--- src/rtl/fr_timer_pkg.sv ---
package fr_timer_pkg;
  localparam int N_CMP = 2;

  localparam logic [3:0] ADR_CTRL   = 4'd0;
  localparam logic [3:0] ADR_IEN    = 4'd1;
  localparam logic [3:0] ADR_STAT   = 4'd2;
  localparam logic [3:0] ADR_CNT_HI = 4'd3;
  localparam logic [3:0] ADR_CNT_LO = 4'd4;
  localparam logic [3:0] ADR_CMP_HI = 4'd5;  // channel g: hi at 5+2g, lo at 6+2g
  localparam logic [3:0] ADR_CAP_HI = 4'd9;
  localparam logic [3:0] ADR_CAP_LO = 4'd10;

  localparam int FLG_CAP  = 0;
  localparam int FLG_CMPA = 1;
  localparam int FLG_CMPB = 2;
  localparam int FLG_OVF  = 3;
  localparam int N_FLG    = 4;

  localparam logic [1:0] SEL_EXT = 2'd3;
endpackage

--- src/rtl/fr_timer_sync.sv ---
module fr_timer_sync #(
  parameter int STAGES = 2
) (
  input  logic clk_i,
  input  logic rst_ni,
  input  logic d_i,
  output logic rise_o
);
  logic [STAGES:0] sh_q;

  always_ff @(posedge clk_i or negedge rst_ni) begin
    if (!rst_ni) sh_q <= '0;
    else         sh_q <= {sh_q[STAGES-1:0], d_i};
  end

  assign rise_o = sh_q[STAGES-1] & ~sh_q[STAGES];
endmodule

--- src/rtl/fr_timer_presc.sv ---
module fr_timer_presc import fr_timer_pkg::*; #(
  parameter int DIV_A       = 8,
  parameter int DIV_B       = 32,
  parameter int DIV_C       = 128,
  parameter int SYNC_STAGES = 2
) (
  input  logic       clk_i,
  input  logic       rst_ni,
  input  logic [1:0] sel_i,
  input  logic       restart_i,
  input  logic       ext_i,
  output logic       tick_o
);
  localparam int PW = $clog2(DIV_C);

  logic [PW-1:0] pcnt_q, last;
  logic          ext_rise, is_ext;

  fr_timer_sync #(.STAGES(SYNC_STAGES)) ext_sync_i (
    .clk_i  (clk_i),
    .rst_ni (rst_ni),
    .d_i    (ext_i),
    .rise_o (ext_rise)
  );

  always_comb begin
    case (sel_i)
      2'd0:    last = PW'(DIV_A - 1);
      2'd1:    last = PW'(DIV_B - 1);
      default: last = PW'(DIV_C - 1);
    endcase
  end

  assign is_ext = (sel_i == SEL_EXT);

  always_ff @(posedge clk_i or negedge rst_ni) begin
    if (!rst_ni)          pcnt_q <= '0;
    else if (restart_i)   pcnt_q <= '0;
    else if (!is_ext)     pcnt_q <= (pcnt_q == last) ? '0 : pcnt_q + 1'b1;
  end

  assign tick_o = is_ext ? ext_rise : (pcnt_q == last);
endmodule

--- src/rtl/fr_timer_cnt.sv ---
module fr_timer_cnt import fr_timer_pkg::*; #(
  parameter int CNT_W = 16
) (
  input  logic             clk_i,
  input  logic             rst_ni,
  input  logic             tick_i,
  input  logic             load_i,
  input  logic [CNT_W-1:0] load_val_i,
  input  logic [CNT_W-1:0] cmp_i [N_CMP],
  output logic [CNT_W-1:0] cnt_o,
  output logic             ovf_o,
  output logic [N_CMP-1:0] match_o
);
  logic [CNT_W-1:0] cnt_q, nxt;
  logic             step;

  always_ff @(posedge clk_i or negedge rst_ni) begin
    if (!rst_ni)     cnt_q <= '0;
    else if (load_i) cnt_q <= load_val_i;
    else if (tick_i) cnt_q <= nxt;
  end

  assign step  = tick_i & ~load_i;
  assign nxt   = cnt_q + 1'b1;
  assign ovf_o = step & (cnt_q == '1);
  assign cnt_o = cnt_q;

  for (genvar g = 0; g < N_CMP; g++) begin : g_cmp
    assign match_o[g] = step & (nxt == cmp_i[g]);
  end
endmodule

--- src/rtl/fr_timer.sv ---
module fr_timer import fr_timer_pkg::*; #(
  parameter int CNT_W       = 16,
  parameter int DIV_A       = 8,
  parameter int DIV_B       = 32,
  parameter int DIV_C       = 128,
  parameter int SYNC_STAGES = 2
) (
  input  logic       clk_i,
  input  logic       rst_ni,
  input  logic [3:0] addr_i,
  input  logic       wr_i,
  input  logic       rd_i,
  input  logic [7:0] wdata_i,
  output logic [7:0] rdata_o,
  input  logic       ext_clk_i,
  input  logic       cap_i,
  output logic       irq_o
);
  localparam int DW = CNT_W / 2;

  logic [1:0]       sel_q;
  logic [N_FLG-1:0] ien_q, flg_q, flg_set, flg_keep;
  logic [CNT_W-1:0] cmp_q [N_CMP];
  logic [CNT_W-1:0] cap_q, cnt_w;
  logic [DW-1:0]    wbuf_q, rbuf_q, rd_val;
  logic             tick, cnt_ld, ctrl_wr, stat_wr, wr_hi, cap_evt, ovf;
  logic [N_CMP-1:0] match;

  assign ctrl_wr = wr_i && (addr_i == ADR_CTRL);
  assign stat_wr = wr_i && (addr_i == ADR_STAT);
  assign cnt_ld  = wr_i && (addr_i == ADR_CNT_LO);

  always_comb begin
    wr_hi = wr_i && (addr_i == ADR_CNT_HI);
    for (int g = 0; g < N_CMP; g++)
      if (wr_i && addr_i == ADR_CMP_HI + 4'(2*g)) wr_hi = 1'b1;
  end

  fr_timer_presc #(
    .DIV_A(DIV_A), .DIV_B(DIV_B), .DIV_C(DIV_C), .SYNC_STAGES(SYNC_STAGES)
  ) presc_i (
    .clk_i     (clk_i),
    .rst_ni    (rst_ni),
    .sel_i     (sel_q),
    .restart_i (ctrl_wr | cnt_ld),
    .ext_i     (ext_clk_i),
    .tick_o    (tick)
  );

  fr_timer_cnt #(.CNT_W(CNT_W)) cnt_i (
    .clk_i      (clk_i),
    .rst_ni     (rst_ni),
    .tick_i     (tick),
    .load_i     (cnt_ld),
    .load_val_i ({wbuf_q, wdata_i[DW-1:0]}),
    .cmp_i      (cmp_q),
    .cnt_o      (cnt_w),
    .ovf_o      (ovf),
    .match_o    (match)
  );

  fr_timer_sync #(.STAGES(SYNC_STAGES)) cap_sync_i (
    .clk_i  (clk_i),
    .rst_ni (rst_ni),
    .d_i    (cap_i),
    .rise_o (cap_evt)
  );

  always_comb begin
    flg_set           = '0;
    flg_set[FLG_CAP]  = cap_evt;
    flg_set[FLG_CMPA] = match[0];
    flg_set[FLG_CMPB] = match[1];
    flg_set[FLG_OVF]  = ovf;
    flg_keep          = stat_wr ? wdata_i[N_FLG-1:0] : '1;
  end

  always_ff @(posedge clk_i or negedge rst_ni) begin
    if (!rst_ni) begin
      sel_q  <= '0;
      ien_q  <= '0;
      flg_q  <= '0;
      cap_q  <= '0;
      wbuf_q <= '0;
      rbuf_q <= '0;
      for (int g = 0; g < N_CMP; g++) cmp_q[g] <= '1;
    end else begin
      flg_q <= (flg_q & flg_keep) | flg_set;  // set wins over clear
      if (ctrl_wr) sel_q <= wdata_i[1:0];
      if (wr_i && addr_i == ADR_IEN) ien_q <= wdata_i[N_FLG-1:0];
      if (wr_hi) wbuf_q <= wdata_i[DW-1:0];
      if (cap_evt) cap_q <= cnt_w;
      for (int g = 0; g < N_CMP; g++)
        if (wr_i && addr_i == ADR_CMP_HI + 4'(2*g+1))
          cmp_q[g] <= {wbuf_q, wdata_i[DW-1:0]};
      if (rd_i && addr_i == ADR_CNT_HI) rbuf_q <= cnt_w[DW-1:0];
      if (rd_i && addr_i == ADR_CAP_HI) rbuf_q <= cap_q[DW-1:0];
    end
  end

  always_comb begin
    case (addr_i)
      ADR_CTRL:               rd_val = DW'(sel_q);
      ADR_IEN:                rd_val = DW'(ien_q);
      ADR_STAT:               rd_val = DW'(flg_q);
      ADR_CNT_HI:             rd_val = cnt_w[CNT_W-1:DW];
      ADR_CAP_HI:             rd_val = cap_q[CNT_W-1:DW];
      ADR_CNT_LO, ADR_CAP_LO: rd_val = rbuf_q;
      default:                rd_val = '0;
    endcase
    for (int g = 0; g < N_CMP; g++) begin
      if (addr_i == ADR_CMP_HI + 4'(2*g))   rd_val = cmp_q[g][CNT_W-1:DW];
      if (addr_i == ADR_CMP_HI + 4'(2*g+1)) rd_val = cmp_q[g][DW-1:0];
    end
  end

  assign rdata_o = rd_i ? rd_val : '0;
  assign irq_o   = |(flg_q & ien_q);
endmodule

--- config.mk ---
export PLATFORM = sky130hd
export DESIGN_NAME = fr_timer
export DESIGN_NICKNAME = d
export VERILOG_FILES = /design/src/rtl/fr_timer_pkg.sv /design/src/rtl/fr_timer_sync.sv /design/src/rtl/fr_timer_presc.sv /design/src/rtl/fr_timer_cnt.sv /design/src/rtl/fr_timer.sv
export SDC_FILE = /design/constraint.sdc
export NUM_CORES = 1
export LEC_CHECK = 0
export ABC_CLOCK_PERIOD_IN_PS = 2900
export BUFFER_PORTS_ARGS = -buffer_cell sky130_fd_sc_hd__buf_2
export CORE_MARGIN = 10
export CORE_UTILIZATION = 35
export CTS_BUF_LIST = sky130_fd_sc_hd__clkbuf_16
export DETAILED_ROUTE_END_ITERATION = 8
export HOLD_SLACK_MARGIN = 0.03
export PLACE_DENSITY_LB_ADDON = 0.08
export SKIP_LAST_GASP = 1
export SYNTH_ARGS = -nofsm -noshare
export SYNTH_HDL_FRONTEND = slang
export SYNTH_SLANG_ARGS = --single-unit
--- constraint.sdc ---
create_clock -name clk_i -period 2.9 [get_ports clk_i]
set_input_delay 0 -clock clk_i [delete_from_list [all_inputs] [get_ports clk_i]]
set_output_delay 0 -clock clk_i [all_outputs]
set_load 0.05 [all_outputs]
==> summary.md <==
The run finished with clean final reports. The relative max-transition margin was 0.270; the flip-flop and latch count after synthesis was 103. The setup violation total in the final timing report was 0; the post-route worst hold slack was 39.6 ps. For the number of nets still failing antenna checks after routing, the log shows 0.

After routing, the total negative slack on setup checks comes to 0 ps. Number of global-route vias before repair: 4,803. The worst setup path is launched from a register. The initialized floorplan defines 47 standard-cell rows. At the worst endpoint, the required time is 2900 ps. The tools report the half-perimeter wire length after placement as 14,200 um.

Setup repair after global routing left no endpoint under its margin. Among all flip-flop cells after synthesis, the most frequent one is dfrtp_1. Dividing the detail-routed wire length by the instance count gives 22.6 um. The signed area change from the synthesized netlist to the final layout was 13.8%; the fraction of final layout cells sized beyond drive strength 1 was 0.280. The power after layout was 0.00584 W; the gate count after technology mapping was 599. The clock arrives with 9.41 ps of skew. Ranked by total cell area, the synthesized netlist is headed by dfrtp_1 30%, dfstp_2 14%, mux2_2 12%.

The tool flagged a number of max-cap violations equal to 0. Kind of capture point of the worst setup path: a primary output. The run gives 1,657 as the fill cell total of the finished layout. Highest-delay cell along the critical path: dfrtp_2. The launching instance or port of the critical path is cnt_i.cnt_o[13]. The run gives 0.0228 mm^2 as the full die area. The tools report the final-stage net count as 657. The number of enable-type register cells in the synthesized netlist is 0, and the number of remaining DRC errors is 0.

After clock tree synthesis, the clock-pin slew on the worst setup and hold paths is 70 ps. The fraction of synthesis flops using an asynchronous set or reset pin is 1.00, and the count of clock tree sinks is 103. For the highest attainable clock frequency, the log shows 0.374 GHz.

Using the TritonRoute via totals, the vias-per-cell ratio works out to 5.58. The total wire length after detailed routing came out at 19,500 um. The repair_antennas step left the layout with diodes totalling 0.

The maximum fanout count along the critical path works out to 9. The leakage power came out at 2.63 nW. The first-pass GRT wire length is 30,300 um, and the largest net degree at the start of global routing is 51. The die span in x is 151 um. Most area-hungry cell type in the Yosys netlist: dfrtp_1. Yosys printed 0 warnings.

The number of distinct standard cells referenced by the synthesized netlist was 68. After global routing the overflow that remains totals 0. The longest clock path from root to sink contains 2 buffers.

The most frequent cell after synthesis was dfrtp_1. For this run, the detailed router's first-pass iteration total came to 5. The worst hold path passes through 3 cells. The largest stage delay on the critical path is 530 ps, and the final clock period utilization by the worst path is 0.921. 27 I/O pins were placed. In this run the number of H-tree levels came out at 3. Storage element area: 0.00262 mm^2. Each instance of the synthesized netlist takes up on average 10.0 um^2. At the worst endpoint, the arrival time is 2670 ps. The number of antenna violations at the first check in global routing came out at 0.

The setup path with the least slack is of type reg2out. Once the clock tree was built, the setup fixing pass inserted 0 buffers. The core region is 0.0167 mm^2. The logs give 0.360 for the initial core utilization and 0.356 mV for the peak supply drop. TritonCTS built the clock tree. In this run the power density over the cells is 855 mW/mm^2. After synthesis, the most frequently instantiated cells are 71 x dfrtp_1, 63 x mux2_2, 55 x a21oi_1, 49 x nor2_1, 38 x nand2_1. Summing over every cut layer, the via total after detailed routing is 4,814. The number of nets in the synthesized netlist is 619. The tools report the number of buffers added by the clock tree synthesis step as 9.

The violation count after the first detailed-routing iteration was 320; the depth of the most critical reg-to-reg path was 6. The cell area that synthesis handed to floorplanning was 0.00600 mm^2. The die is 151 um tall. The logs give 360 ps for the worst-skew pair later-pin latency and 0 for the final-report hold violation count. Type of the most critical hold path: in2reg. The startpoint identified for the worst register-to-register timing path is cnt_i.cnt_o[3]. The slew at the pin with the worst max-slew slack works out to 1100 ps. The worst path needs 2670 ps of the cycle, external delays included. Sequential-to-total area share from yosys stat: 0.436.

The number of port buffers is 26, and the share of the synthesized area in the top cell type is 0.296. Routability-driven placement finished with a final weighted congestion of 0.881. Total global-route track usage: 0.177.

Walking the worst path, the cells encountered are or4bb_1 -> a31oi_1 -> a21oi_1 -> o21ai_0 -> o311ai_0 -> a21boi_0 -> buf_2. The worst hold path begins at wdata_i[3]. Clock root buffer: clkbuf_16. The run gives 0.00320 mm^2 as the total area of multi-input combinational cells.

The final-report max-slew violation count came out at 0.
[worst max-delay path, delay by kind of cell, from the launching register on]
| family | cells | cell delay, ps |
|---|---|---|
| buf+inv | 1 | 330 |
| simple gates | 1 | 500 |
| compound gates | 5 | 950 |
| flops | 1 | 530 |
[routing by layer]
layer | global-route usage | wire length, um | vias up
li1 | - | - | 2241
met5 | 0 | 0 | -
met4 | 0.0515 | 276 | 0
met3 | 0.0268 | 710 | 18
met1 | 0.247 | 9500 | 2447
met2 | 0.277 | 8980 | 108
[layout by cell type (no fill, tap or decap), types with 5 or more instances in the layout]
master,count
nor3_1,9
buf_2,25
o21ai_0,25
o22ai_1,11
a22oi_1,11
a21oi_1,55
nor2b_1,12
mux2i_1,5
dlygate4sd3_1,9
xor2_1,26
nand2_1,38
inv_1,8
nor2_1,49
mux2_2,63
buf_4,31
nand4_1,9
dfstp_2,32
nand3_1,20
nand2b_1,7
clkbuf_16,9
dfrtp_1,70
xnor2_1,31
[area by class of cell]
type,count,share of cell area
multi-input cells,451,0.468
flip-flops and latches,103,0.383
repair buffers,65,0.0656
well taps,220,0.0403
clock buffers,9,0.0330
clock inverters,7,0.00586
inverters,7,0.00385
[sequential cells by signal, indices dropped and copies added, names as in the netlist]
signal and cells:
ien_q 4, cmp_q 32, presc_i.pcnt_q 7, flg_q 4, sel_q 2, presc_i.ext_sync_i.sh_q 3
cnt_i.cnt_o 16, wbuf_q 8, cap_sync_i.sh_q 3, rbuf_q 8, cap_q 16
[path summary, 6_finish.rpt]
kind                       slack (ps)                 end
hold reg to reg                   350  cap_sync_i.sh_q[1]
hold / removal                     40      cnt_i.cnt_o[3]
max in group asynchronous        1820           cmp_q[24]
min in group asynchronous         220   presc_i.pcnt_q[5]
setup / recovery                  230          rdata_o[5]
setup reg to reg                  430            flg_q[1]
[cell families (layout without fill, tap and decap cells)]
group | count (synthesis) | count (layout) | synth area share
xor+xnor | 57 | 57 | 0.0831
flops | 103 | 103 | 0.436
simple gates | 185 | 185 | 0.170
fa+ha+maj | 5 | 5 | 0.00917
mux | 69 | 69 | 0.130
compound gates | 135 | 135 | 0.140
buf+inv | 45 | 88 | 0.0317
[power breakdown]
group / internal, W / leakage, nW / switching, W
clock: 0.000577 / 0.142 / 0.000568
combinational: 0.00101 / 1.33 / 0.00113
sequential: 0.00198 / 1.16 / 0.000568
[stage by stage]
step | worst slack (ps) | cell area (um^2) | std cells | util
2_1_floorplan | 232 | 6000 | 599 | -
3_3_place_gp | 484 | 6470 | 837 | 0.388
3_5_place_dp | 449 | 6470 | 837 | 0.388
4_1_cts | 117 | 6830 | 862 | 0.409
5_1_grt | 45.9 | 6830 | 862 | 0.409
6_report | 229 | 6830 | 862 | 0.409
[what timing repair did]
action                                  4_1_cts  5_1_grt
endpoints found under the setup margin        0        1
endpoints found under the hold margin        55        0
gates resized for setup                       0        1
hold buffers                                  9        0
Power figures use the tool's default switching activity.
